==> config.mk <==
export PLATFORM = sky130hd
export DESIGN_NAME = dirty_line_tracker
export DESIGN_NICKNAME = d
export VERILOG_FILES = /design/src/rtl/dirty_line_tracker.sv
export SDC_FILE = /design/constraint.sdc
export NUM_CORES = 1
export LEC_CHECK = 0
export BUFFER_PORTS_ARGS = -buffer_cell sky130_fd_sc_hd__buf_2
export CAP_MARGIN = 15
export CORE_MARGIN = 5
export CORE_UTILIZATION = 47
export CTS_CLUSTER_SIZE = 25
export DETAILED_ROUTE_END_ITERATION = 8
export GPL_TIMING_DRIVEN = 0
export HOLD_SLACK_MARGIN = 0.15
export PLACE_DENSITY = 0.69
export SYNTH_ARGS = -nofsm -noshare
export SYNTH_HDL_FRONTEND = slang
export SYNTH_SLANG_ARGS = --single-unit
==> constraint.sdc <==
create_clock -name clk -period 2.6 [get_ports clk]
set_clock_uncertainty 0.2 [all_clocks]
set_input_delay 0.52 -clock clk [delete_from_list [all_inputs] [get_ports clk]]
set_output_delay 0.52 -clock clk [all_outputs]
set_load 0.1 [all_outputs]
==> src/rtl/dirty_line_tracker.sv <==
module dirty_line_tracker #(
  parameter int LINES = 64,
  localparam int LW = (LINES > 1) ? $clog2(LINES) : 1
) (
  input  logic          clk,
  input  logic          rst_n,
  input  logic          wr_valid,
  input  logic [LW-1:0] wr_line,
  input  logic          frame_all_en,
  input  logic          static_insert_en,
  input  logic          sof,
  input  logic          qry_valid,
  input  logic [LW-1:0] qry_line,
  input  logic          qry_comp_fail,
  output logic          upd_frame,
  output logic          rsp_valid,
  output logic          rsp_refresh,
  output logic          rsp_raw
);

  logic [LINES-1:0] dirty;
  logic [LINES-1:0] set_mask;
  logic [LINES-1:0] clr_mask;
  logic             refresh_now;

  assign refresh_now = qry_valid & upd_frame & dirty[qry_line];

  assign set_mask = !wr_valid     ? '0 :
                    frame_all_en  ? '1 :
                                    (LINES'(1) << wr_line);

  assign clr_mask = refresh_now ? (LINES'(1) << qry_line) : '0;

  always_ff @(posedge clk) begin
    if (!rst_n) begin
      dirty <= '1;
    end else begin
      dirty <= (dirty & ~clr_mask) | set_mask;
    end
  end

  always_ff @(posedge clk) begin
    if (!rst_n) begin
      upd_frame <= 1'b1;
    end else if (sof) begin
      upd_frame <= static_insert_en ? ~upd_frame : 1'b1;
    end
  end

  always_ff @(posedge clk) begin
    if (!rst_n) begin
      rsp_valid   <= 1'b0;
      rsp_refresh <= 1'b0;
      rsp_raw     <= 1'b0;
    end else begin
      rsp_valid   <= qry_valid;
      rsp_refresh <= refresh_now;
      rsp_raw     <= qry_valid & (refresh_now | qry_comp_fail);
    end
  end

endmodule

==> results of run 1 <==
==> what timing repair did <==
action                     CTS  global route
setup endpoints to repair   66            65
gates resized for setup     18            13
cloned                       0             0
hold endpoints to repair     0             0
pin swaps                    7             4
buffers inserted             8             5
==> Yosys cell counts (2+ instances only) <==
cell                       number
sky130_fd_sc_hd__nand3_1       11
sky130_fd_sc_hd__clkbuf_1      36
sky130_fd_sc_hd__a21oi_1       50
sky130_fd_sc_hd__nand2b_1      11
sky130_fd_sc_hd__dfxtp_1       68
sky130_fd_sc_hd__buf_4          2
sky130_fd_sc_hd__mux4_2         9
sky130_fd_sc_hd__o211ai_1      10
sky130_fd_sc_hd__o22ai_2        6
sky130_fd_sc_hd__nand2_1       16
sky130_fd_sc_hd__o21ai_0       85
sky130_fd_sc_hd__inv_1          4
sky130_fd_sc_hd__buf_1          3
sky130_fd_sc_hd__nand4_1        3
sky130_fd_sc_hd__nor3_1         7
sky130_fd_sc_hd__o221ai_1      34
sky130_fd_sc_hd__nor2b_1       10
sky130_fd_sc_hd__mux2_2         8
sky130_fd_sc_hd__or2_2          4
sky130_fd_sc_hd__nor2_1        99
sky130_fd_sc_hd__o311ai_1      14
sky130_fd_sc_hd__mux2i_1        9
sky130_fd_sc_hd__nor3_2         4
sky130_fd_sc_hd__o31ai_1        2
sky130_fd_sc_hd__a21o_1         6
sky130_fd_sc_hd__o22ai_1        4
sky130_fd_sc_hd__o21bai_1       2
sky130_fd_sc_hd__nand3b_1       2
sky130_fd_sc_hd__buf_2          4
==> stage by stage <==
step                setup TNS, ns  power (W)  hold slack [ns]
floorplan                       0   0.001320           0.2744
finish                   -0.02363   0.002249           0.1579
detailed placement         -37.53   0.001422           0.3061
global route               -1.677   0.002320           0.1566
global placement           -37.10   0.001419           0.3010
CTS                             0   0.002215           0.1541
==> layer usage <==
metal / wire length [µm] / part of all wire (%)
met1: 5900 / 39
met2: 6888 / 46
met3: 1514 / 10
met4: 743 / 4.9
met5: 0 / 0
==> cell type report <==
class	count	area share, %
inverter	5	0.3816
sequential	68	27.68
buffer	45	4.197
clock inverter	2	0.2035
multi-input combinational	419	55.79
tap	108	2.747
clock buffer	14	3.104
timing repair buffer	29	5.902
==> flip-flops by register name, summed over array words and instances, names as in the netlist <==
name         cells
rsp_valid        1
rsp_raw          1
rsp_refresh      1
upd_frame        1
dirty           64
==> worst max-delay path by stage <==
| stage | cells after the start | to | slack [ns] |
|---|---|---|---|
| after floorplan | 7 | dirty[10] | 0.06 |
| after global placement | 9 | dirty[23] | -0.66 |
| after detailed placement | 9 | dirty[7] | -0.63 |
| after CTS | 9 | dirty[12] | 0.003 |
| after global routing | 11 | dirty[8] | -0.13 |
| final | 9 | dirty[42] | -0.01 |
==> report_power, final <==
group / internal (W) / switching [W] / total [W]
registers: 0.00105 / 0.00000332 / 0.00105
clock network: 0.000371 / 0.000411 / 0.000782
logic: 0.000125 / 0.000291 / 0.000415
==> kinds of logic (layout without fill, tap and decap cells) <==
family	Yosys count	after routing
AO/OA/AOI/OAI	223	223
AND/OR/NAND/NOR	170	170
buffers and inverters	50	95
multiplexers	26	26
flip-flops	68	68
==> critical path, cell delays in order <==
cell	delay (ns)
sky130_fd_sc_hd__buf_2	0.18
sky130_fd_sc_hd__buf_8	0.18
sky130_fd_sc_hd__buf_8	0.18
sky130_fd_sc_hd__mux4_2	0.31
sky130_fd_sc_hd__mux2i_1	0.41
sky130_fd_sc_hd__nand2_1	0.18
sky130_fd_sc_hd__nand2_1	0.22
sky130_fd_sc_hd__nor3_4	0.12
sky130_fd_sc_hd__o311ai_1	0.34
==> cell usage in the layout (no fill, tap or decap), types with 11 or more instances in the layout <==
cell,instances
sky130_fd_sc_hd__o221ai_1,34
sky130_fd_sc_hd__o21ai_0,84
sky130_fd_sc_hd__dfxtp_1,68
sky130_fd_sc_hd__buf_2,16
sky130_fd_sc_hd__nor2_1,99
sky130_fd_sc_hd__o311ai_1,12
sky130_fd_sc_hd__clkbuf_1,40
sky130_fd_sc_hd__nand3_1,11
sky130_fd_sc_hd__nand2_1,14
sky130_fd_sc_hd__a21oi_1,50
==> flow_metrics.py, run 1 <==
metrics = {
    "synthesis": {
        "synth.top_cells.by_area": "sky130_fd_sc_hd__dfxtp_1 (33%), sky130_fd_sc_hd__o21ai_0 (10%), sky130_fd_sc_hd__nor2_1 (8.9%)",
        "synth_area_per_cell_um2": 7.757,
        "synth-seq-cells": 68,
        "post_synth_num_cell_types": 43,
        "synth.largest_area_cell": "sky130_fd_sc_hd__dfxtp_1",
        "synthesized_area_fraction_occupied_by_adder_cells_pct": 0,
        "synth_fp_nets": 557,
        "synth_simple_gate_area_share_pct": 18.50,
        "synth_seq_area_share_pct": 32.68,
        "synth_flop_cell": "sky130_fd_sc_hd__dfxtp_1",
        "synth.area.mux_share_pct": 9.192,
        "top_area_cell_type_share_of_the_netlist_area_pct": 32.68,
        "mappedNetlistArea_mm2": 0.004165,
        "post_synth_inst_count": 537,
        "ys_warn_count": 0,
        "synth_async_sr_flop_share_pct": 0,
        "yosys.area_share.xor_xnor_pct": 0,
        "synth_edf_count": 0,
        "dominant_combinational_cell_family_by_area_after_synthesis": "compound AO/OA/AOI/OAI gates",
        "synth_compound_area_share_pct": 34.82,
    },
    "hold_path": {
        "min-delay-start": "rst_n",
        "worst_hold_stages": 2,
        "hold_path_class": "input pin to register",
        "timing.hold.worst_endpoint": "upd_frame",
    },
    "final_layout": {
        "post-route-cell-area_mm2": 0.004918,
        "areaGrowthSynthToFinish_pct": 18.08,
        "layout.filler_cells": 800,
        "n_antenna_cell": 0,
        "sequential_cell_area_mm2": 0.001361,
        "post-route-util_pct": 56.68,
        "nets": 597,
        "drive_above_1_share_pct": 15.12,
        "area_of_the_multi_input_gates_mm2": 0.002744,
        "final_cells": 690,
    },
    "critical_path": {
        "cp_data_required_time_ns": 2.64,
        "crit_fanout": 10,
        "crit_type": "input pin to register",
        "r2r_end": "dirty[42]",
        "regToRegSetupSlack_ns": 0.14,
        "setup.worst_path.end_class": "register",
        "crit-reg2reg-launch": "dirty[28]",
        "critPathArrivalTime_ns": 2.65,
        "worstSetupStartpointType": "input pin",
        "r2r.worst_path.cells": 8,
        "startpoint": "qry_line[1]",
    },
    "global_route": {
        "groute.layer.met2.usage_pct": 39.30,
        "grtUsageMet1_pct": 35.19,
        "global_route_wire_length_before_repair_um": 23380,
        "via_count_of_the_first_global_routing_pass": 4437,
        "grt_max_degree": 11,
        "antenna_found_initial": 0,
        "busiest_layer": "met2",
        "grt_use_met3_pct": 4.780,
        "global_route.overflow_total": 0,
        "global_route_usage_over_all_layers_pct": 26.58,
    },
    "pwr": {
        "p_leak_nw": 1.630,
        "power.ir.vdd_worst_mv": 0.2247,
        "power.density_cell_area_mw_per_mm2": 457.2,
    },
    "status": {
        "run_status": "finished with violations",
        "violations": "setup timing",
    },
    "place": {
        "gp_congestion": 0.9833,
        "portBuffers": 16,
        "dp_slack_ns": -0.6284,
        "dp_hpwl_um": 10090,
        "total_cell_area_at_the_placement_stage_mm2": 0.004380,
        "placed_cells_incl_taps": 661,
    },
    "detailed_routing": {
        "drt_pre_antenna_iters": 5,
        "initialDrtViolationCount": 545,
        "overall_via_count_from_detail_route": 4640,
        "detail_route.wirelength_um": 15050,
        "routedWlPerCell_um": 21.81,
        "route.detailed.drc": 0,
        "antenna_left": 0,
        "detail_route.vias_per_cell": 6.725,
    },
    "timing": {
        "final_hold_viol_count": 0,
        "max_freq_mhz": 382.7,
        "slew-limit-headroom_pct": 40.36,
        "period_share_pct": 100.5,
        "slack_of_the_critical_path_ns": -0.01306,
        "post-route-min-period_ns": 2.613,
        "worst-slew-pin-transition_ns": 0.8913,
        "slew_violations": 0,
        "finalSetupViolCount": 3,
    },
    "floorplanning": {
        "initial_utilization_pct": 48.00,
        "top_level_pins": 24,
        "floorplan.rows": 34,
        "die_height_um": 104.1,
        "fp.coreArea_mm2": 0.008678,
        "die_area_mm2": 0.01085,
        "die_w_um": 104.1,
    },
    "clock_network": {
        "clockRootBuffer": "sky130_fd_sc_hd__clkbuf_8",
        "clk_latency_ns": 0.35,
        "clock_sinks": 68,
        "numCtsBuffers": 9,
        "cts_hold_buffers": 0,
        "clk_path_buf_depth": 2,
        "cts_tree": "done",
        "clk_pin_slew_ns": 0.08,
        "cts-htree-levels": 3,
    },
    "job": {
        "drv_cap": 0,
    },
}
(Power assumes the default switching activity.)
==> run 2: changes to the inputs <==
- CORE_MARGIN: 5 -> default
- PLACE_DENSITY: 0.69 -> 0.66
- clock period: 2.6 -> 2.9 ns (I/O delays scaled with it)
==> flow_metrics.py, run 2 (same netlist as run 1, synthesis figures left out) <==
metrics = {
    "status": {
        "run_status": "complete, no violations",
    },
    "place": {
        "dp_hpwl_um": 9977,
        "portBuffers": 16,
        "dp_slack_ns": -0.4666,
        "gp_congestion": 0.9433,
    },
    "clock_network": {
        "clk_latency_ns": 0.37,
        "clock_sinks": 68,
        "cts-htree-levels": 3,
        "clk_path_buf_depth": 2,
        "clockRootBuffer": "sky130_fd_sc_hd__clkbuf_8",
        "clk_pin_slew_ns": 0.09,
        "numCtsBuffers": 9,
        "cts_hold_buffers": 0,
        "cts_tree": "done",
    },
    "detailed_routing": {
        "route.detailed.drc": 0,
        "detail_route.vias_per_cell": 6.578,
        "met3WireLength_um": 1422,
        "detail_route.wirelength_um": 14480,
        "overall_via_count_from_detail_route": 4493,
        "detailed_routing_wirelength_on_met1_um": 6256,
        "drt_pre_antenna_iters": 5,
        "initialDrtViolationCount": 620,
        "routedWlPerCell_um": 21.20,
        "met2WireLength_um": 6433,
        "highest_layer": "met4",
        "antenna_left": 0,
    },
    "critical_path": {
        "setup.worst_path.end_class": "register",
        "slowest_stage": "sky130_fd_sc_hd__o22ai_4",
        "critPathArrivalTime_ns": 2.89,
        "crit_type": "input pin to register",
        "crit_fanout": 10,
        "cp_top_family": "compound AO/OA/AOI/OAI gates",
        "worstSetupStartpointType": "input pin",
        "crit_path_cell_trace": "buf_2 -> clkbuf_4 -> buf_4 -> nand2_1 -> o22ai_1 -> o211ai_1 -> o211ai_1 -> buf_4 -> o22ai_4 -> o221ai_1",
        "cp_data_required_time_ns": 2.93,
        "cp_slowest_stage_delay_ns": 0.38,
        "critPathBufInv": 4,
    },
    "pwr": {
        "power.ir.vdd_worst_mv": 0.2400,
        "fraction_of_power_spent_switching_nets_pct": 32.08,
        "switchingPower_w": 0.0006928,
        "internal_power_w": 0.001466,
        "share_seq_of_total_power_pct": 43.6,
        "p_leak_nw": 1.591,
        "p_clk_share_pct": 40.2,
        "power.density_cell_area_mw_per_mm2": 450.1,
        "power_frac_comb_pct": 16.2,
    },
    "job": {
        "drv_cap": 0,
    },
    "timing": {
        "finalSetupViolCount": 0,
        "period_share_pct": 98.70,
        "slew-limit-headroom_pct": 39.55,
        "setup_tns_ns": 0,
        "final_hold_viol_count": 0,
        "max_freq_mhz": 349.4,
        "worst-slew-pin-transition_ns": 0.9034,
        "slew_violations": 0,
        "post-route-min-period_ns": 2.862,
        "slack_of_the_critical_path_ns": 0.03772,
    },
    "final_layout": {
        "largest_register_ffs": 64,
        "most_common_cell_after_layout_fill_and_taps_aside": "sky130_fd_sc_hd__nor2_1",
        "n_antenna_cell": 0,
        "layout.cells.most_common_list": "sky130_fd_sc_hd__nor2_1 (99), sky130_fd_sc_hd__o21ai_0 (84), sky130_fd_sc_hd__dfxtp_1 (68), sky130_fd_sc_hd__a21oi_1 (50), sky130_fd_sc_hd__clkbuf_1 (36)",
        "areaGrowthSynthToFinish_pct": 15.17,
        "largest_register": "dirty",
        "nets": 593,
        "drive_above_1_share_pct": 14.19,
    },
    "global_route": {
        "global_route_wire_length_before_repair_um": 22180,
        "global_route.overflow_total": 0,
        "antenna_found_initial": 0,
        "via_count_of_the_first_global_routing_pass": 4124,
        "global_route_usage_over_all_layers_pct": 32.69,
        "grt_max_degree": 14,
    },
    "hold_path": {
        "hold_path_class": "input pin to register",
    },
    "floorplanning": {
        "die_height_um": 96.14,
        "top_level_pins": 24,
        "floorplan.rows": 33,
        "fp.coreArea_mm2": 0.008382,
        "die_w_um": 96.14,
        "initial_utilization_pct": 49.69,
        "die_area_mm2": 0.009243,
    },
}
==> run 2: changes by cell type in the layout (fill, tap and decap cells not counted), sizes merged <==
cell and delta:
inv +2, bufinv +1, clkinvlp +2, clkinv -1, buf -4, clkbuf -4
==> run 2: per-stage QoR <==
step / cell area, µm² / utilization [%] / power (W) / cells / hold slack [ns]
2_1_floorplan: 4165 / - / 0.001183 / 537 / 0.2744
3_3_place_gp: 4377 / 52.22 / 0.001272 / 658 / 0.2873
3_5_place_dp: 4377 / 52.22 / 0.001276 / 658 / 0.3044
4_1_cts: 4616 / 55.07 / 0.002124 / 676 / 0.2084
5_1_grt: 4797 / 57.23 / 0.002219 / 683 / 0.2144
6_report: 4797 / 57.23 / 0.002159 / 683 / 0.2094
==> run 2: area by class of cell <==
cell class | count | area [µm²]
Inverter | 5 | 18.77
Buffer | 45 | 186.4
Fill cell | 759 | 3585
Multi-Input combinational cell | 419 | 2680
Clock inverter | 6 | 71.32
Sequential cell | 68 | 1361
Tap cell | 105 | 131.4
Timing Repair Buffer | 25 | 210.2
Clock buffer | 10 | 137.6
==> run 2: worst paths after layout <==
path	start	to	slack [ns]	depth (start not counted)
max	qry_line[1]	dirty[8]	0.04	10
min	rst_n	upd_frame	0.21	2
max reg2reg	dirty[47]	dirty[55]	0.30	7
min reg2reg	dirty[19]	dirty[19]	0.33	2
==> run 2: worst reg2reg max path, stage by stage (launching register included) <==
cell	delay [ns]
sky130_fd_sc_hd__dfxtp_1	0.33
sky130_fd_sc_hd__mux4_2	0.46
sky130_fd_sc_hd__nand2b_1	0.17
sky130_fd_sc_hd__a41o_1	0.27
sky130_fd_sc_hd__a32oi_4	0.56
sky130_fd_sc_hd__o22ai_4	0.18
sky130_fd_sc_hd__buf_4	0.19
sky130_fd_sc_hd__o211ai_1	0.17
==> run 2: timing repair <==
item / CTS / global route
setup buffers: 2 / 7
pin swaps: 1 / 6
gates cloned: 0 / 0
gates resized for setup: 2 / 13
endpoints found under the setup margin: 36 / 60
==> run 2: routing by layer <==
| metal | up-vias | track usage, % |
|---|---|---|
| met5 | - | 0 |
| met4 | 0 | 15.67 |
| met3 | 23 | 7.899 |
| met2 | 223 | 48.64 |
| met1 | 2162 | 44.10 |
| li1 | 2085 | - |
==> run 2: power groups by stage <==
stage / sequential [W] / clock (W) / combinational (W)
2_1_floorplan: 0.000988 / 0 / 0.000196
3_3_place_gp: 0.000964 / 0 / 0.000309
3_5_place_dp: 0.000964 / 0 / 0.000312
4_1_cts: 0.000942 / 0.000862 / 0.000320
5_1_grt: 0.000943 / 0.000904 / 0.000372
6_report: 0.000942 / 0.000868 / 0.000349
==> run 3: changes to the inputs <==
- CORE_UTILIZATION: 47 -> 30
- PLACE_DENSITY: 0.66 -> 0.47
==> flow_metrics.py, run 3 (same netlist as run 1, synthesis figures left out) <==
metrics = {
    "critical_path": {
        "cp_top_family": "compound AO/OA/AOI/OAI gates",
        "slowest_stage": "sky130_fd_sc_hd__o22ai_4",
        "setup.worst_path.end_class": "register",
        "critPathBufInv": 4,
        "crit_fanout": 10,
        "cp_slowest_stage_delay_ns": 0.39,
        "crit_type": "input pin to register",
        "regToRegSetupSlack_ns": 0.52,
        "crit_path_cell_trace": "buf_2 -> clkbuf_4 -> buf_4 -> nand2b_2 -> o22ai_1 -> o211ai_1 -> o211ai_1 -> buf_4 -> o22ai_4 -> o221ai_1",
        "worstSetupStartpointType": "input pin",
        "critPathArrivalTime_ns": 2.82,
        "cp_data_required_time_ns": 2.91,
    },
    "pwr": {
        "power.ir.vdd_worst_mv": 0.2793,
        "p_leak_nw": 1.627,
        "power.density_cell_area_mw_per_mm2": 472.1,
    },
    "final_layout": {
        "layout.cells.most_common_list": "sky130_fd_sc_hd__nor2_1 (99), sky130_fd_sc_hd__o21ai_0 (84), sky130_fd_sc_hd__dfxtp_1 (68), sky130_fd_sc_hd__a21oi_1 (50), sky130_fd_sc_hd__clkbuf_1 (38)",
        "post-route-util_pct": 36.91,
        "n_antenna_cell": 0,
        "layout.filler_cells": 1428,
        "drive_above_1_share_pct": 13.74,
        "areaGrowthSynthToFinish_pct": 18.74,
        "largest_register_ffs": 64,
        "most_common_cell_after_layout_fill_and_taps_aside": "sky130_fd_sc_hd__nor2_1",
        "nets": 591,
        "largest_register": "dirty",
    },
    "timing": {
        "finalSetupViolCount": 0,
        "period_share_pct": 96.87,
        "max_freq_mhz": 356.0,
        "slew_violations": 0,
        "timing.hold.ws_ns": 0.2350,
        "final_hold_viol_count": 0,
        "slack_of_the_critical_path_ns": 0.09074,
        "post-route-min-period_ns": 2.809,
        "worst-slew-pin-transition_ns": 0.8705,
        "slew-limit-headroom_pct": 41.75,
    },
    "clock_network": {
        "cts-htree-levels": 3,
        "numCtsBuffers": 9,
        "clockRootBuffer": "sky130_fd_sc_hd__clkbuf_16",
        "clock_sinks": 68,
        "cts_hold_buffers": 0,
        "cts_tree": "done",
        "clk_path_buf_depth": 2,
        "clk_pin_slew_ns": 0.06,
        "clk_latency_ns": 0.35,
    },
    "floorplanning": {
        "fp.coreArea_mm2": 0.01340,
        "die_area_mm2": 0.01436,
        "die_w_um": 119.8,
        "die_height_um": 119.8,
        "initial_utilization_pct": 31.08,
        "floorplan.rows": 42,
        "top_level_pins": 24,
    },
    "detailed_routing": {
        "overall_via_count_from_detail_route": 4419,
        "routedWlPerCell_um": 20.85,
        "detail_route.vias_per_cell": 5.884,
        "antenna_left": 0,
        "drt_pre_antenna_iters": 5,
        "route.detailed.drc": 0,
        "initialDrtViolationCount": 371,
        "detail_route.wirelength_um": 15660,
    },
    "global_route": {
        "global_route_wire_length_before_repair_um": 24320,
        "via_count_of_the_first_global_routing_pass": 4238,
        "global_route_usage_over_all_layers_pct": 22.92,
        "antenna_found_initial": 0,
        "grt_max_degree": 11,
        "global_route.overflow_total": 0,
    },
    "hold_path": {
        "hold_path_class": "input pin to register",
    },
    "job": {
        "drv_cap": 0,
    },
    "place": {
        "gp_congestion": 0.8779,
        "dp_hpwl_um": 11170,
        "portBuffers": 16,
        "dp_slack_ns": -0.4941,
    },
    "status": {
        "run_status": "complete, no violations",
    },
}
## run 3: area by class of cell
type	instances	area (µm²)	area share, %
Buffer	45	183.9	3.719
Timing Repair Buffer	23	182.7	3.693
Sequential cell	68	1361	27.52
Clock buffer	13	260.3	5.262
Clock inverter	2	10.01	0.2024
Inverter	5	18.77	0.3795
Tap cell	176	220.2	4.452
Multi-Input combinational cell	419	2709	54.77
## run 3: what timing repair did
item	in CTS	in global routing
buffers inserted	1	6
endpoints found under the setup margin	59	64
hold endpoints to repair	0	0
pin swaps	1	5
resized for setup	0	18
## run 3: worst paths after layout
check / startpoint / endpoint / depth (start not counted)
min: rst_n / upd_frame / 2
max: qry_line[1] / dirty[45] / 10
min reg2reg: dirty[19] / dirty[19] / 2
max reg2reg: dirty[23] / dirty[16] / 7
## run 3: power by group
group          internal [W]  switching [W]
logic             0.0000991       0.000258
registers          0.000941     0.00000293
clock network      0.000618       0.000417
total               0.00166       0.000677
## run 3: routing by layer
metal | global-route usage, % | part of all wire, %
met5 | 0 | 0
met3 | 3.279 | 6.7
met1 | 30.39 | 44
met2 | 35.33 | 45
met4 | 13.44 | 4.1
## run 3: per-stage QoR
stage               setup TNS (ns)  cell area [µm²]  power, W  cells
floorplan                        0             4165  0.001183    537
global placement            -23.28             4466  0.001286    729
detailed placement          -27.02             4466  0.001287    729
CTS                         -1.795             4743  0.002326    745
global route               -0.7324             4946  0.002418    751
finish                           0             4946  0.002335    751
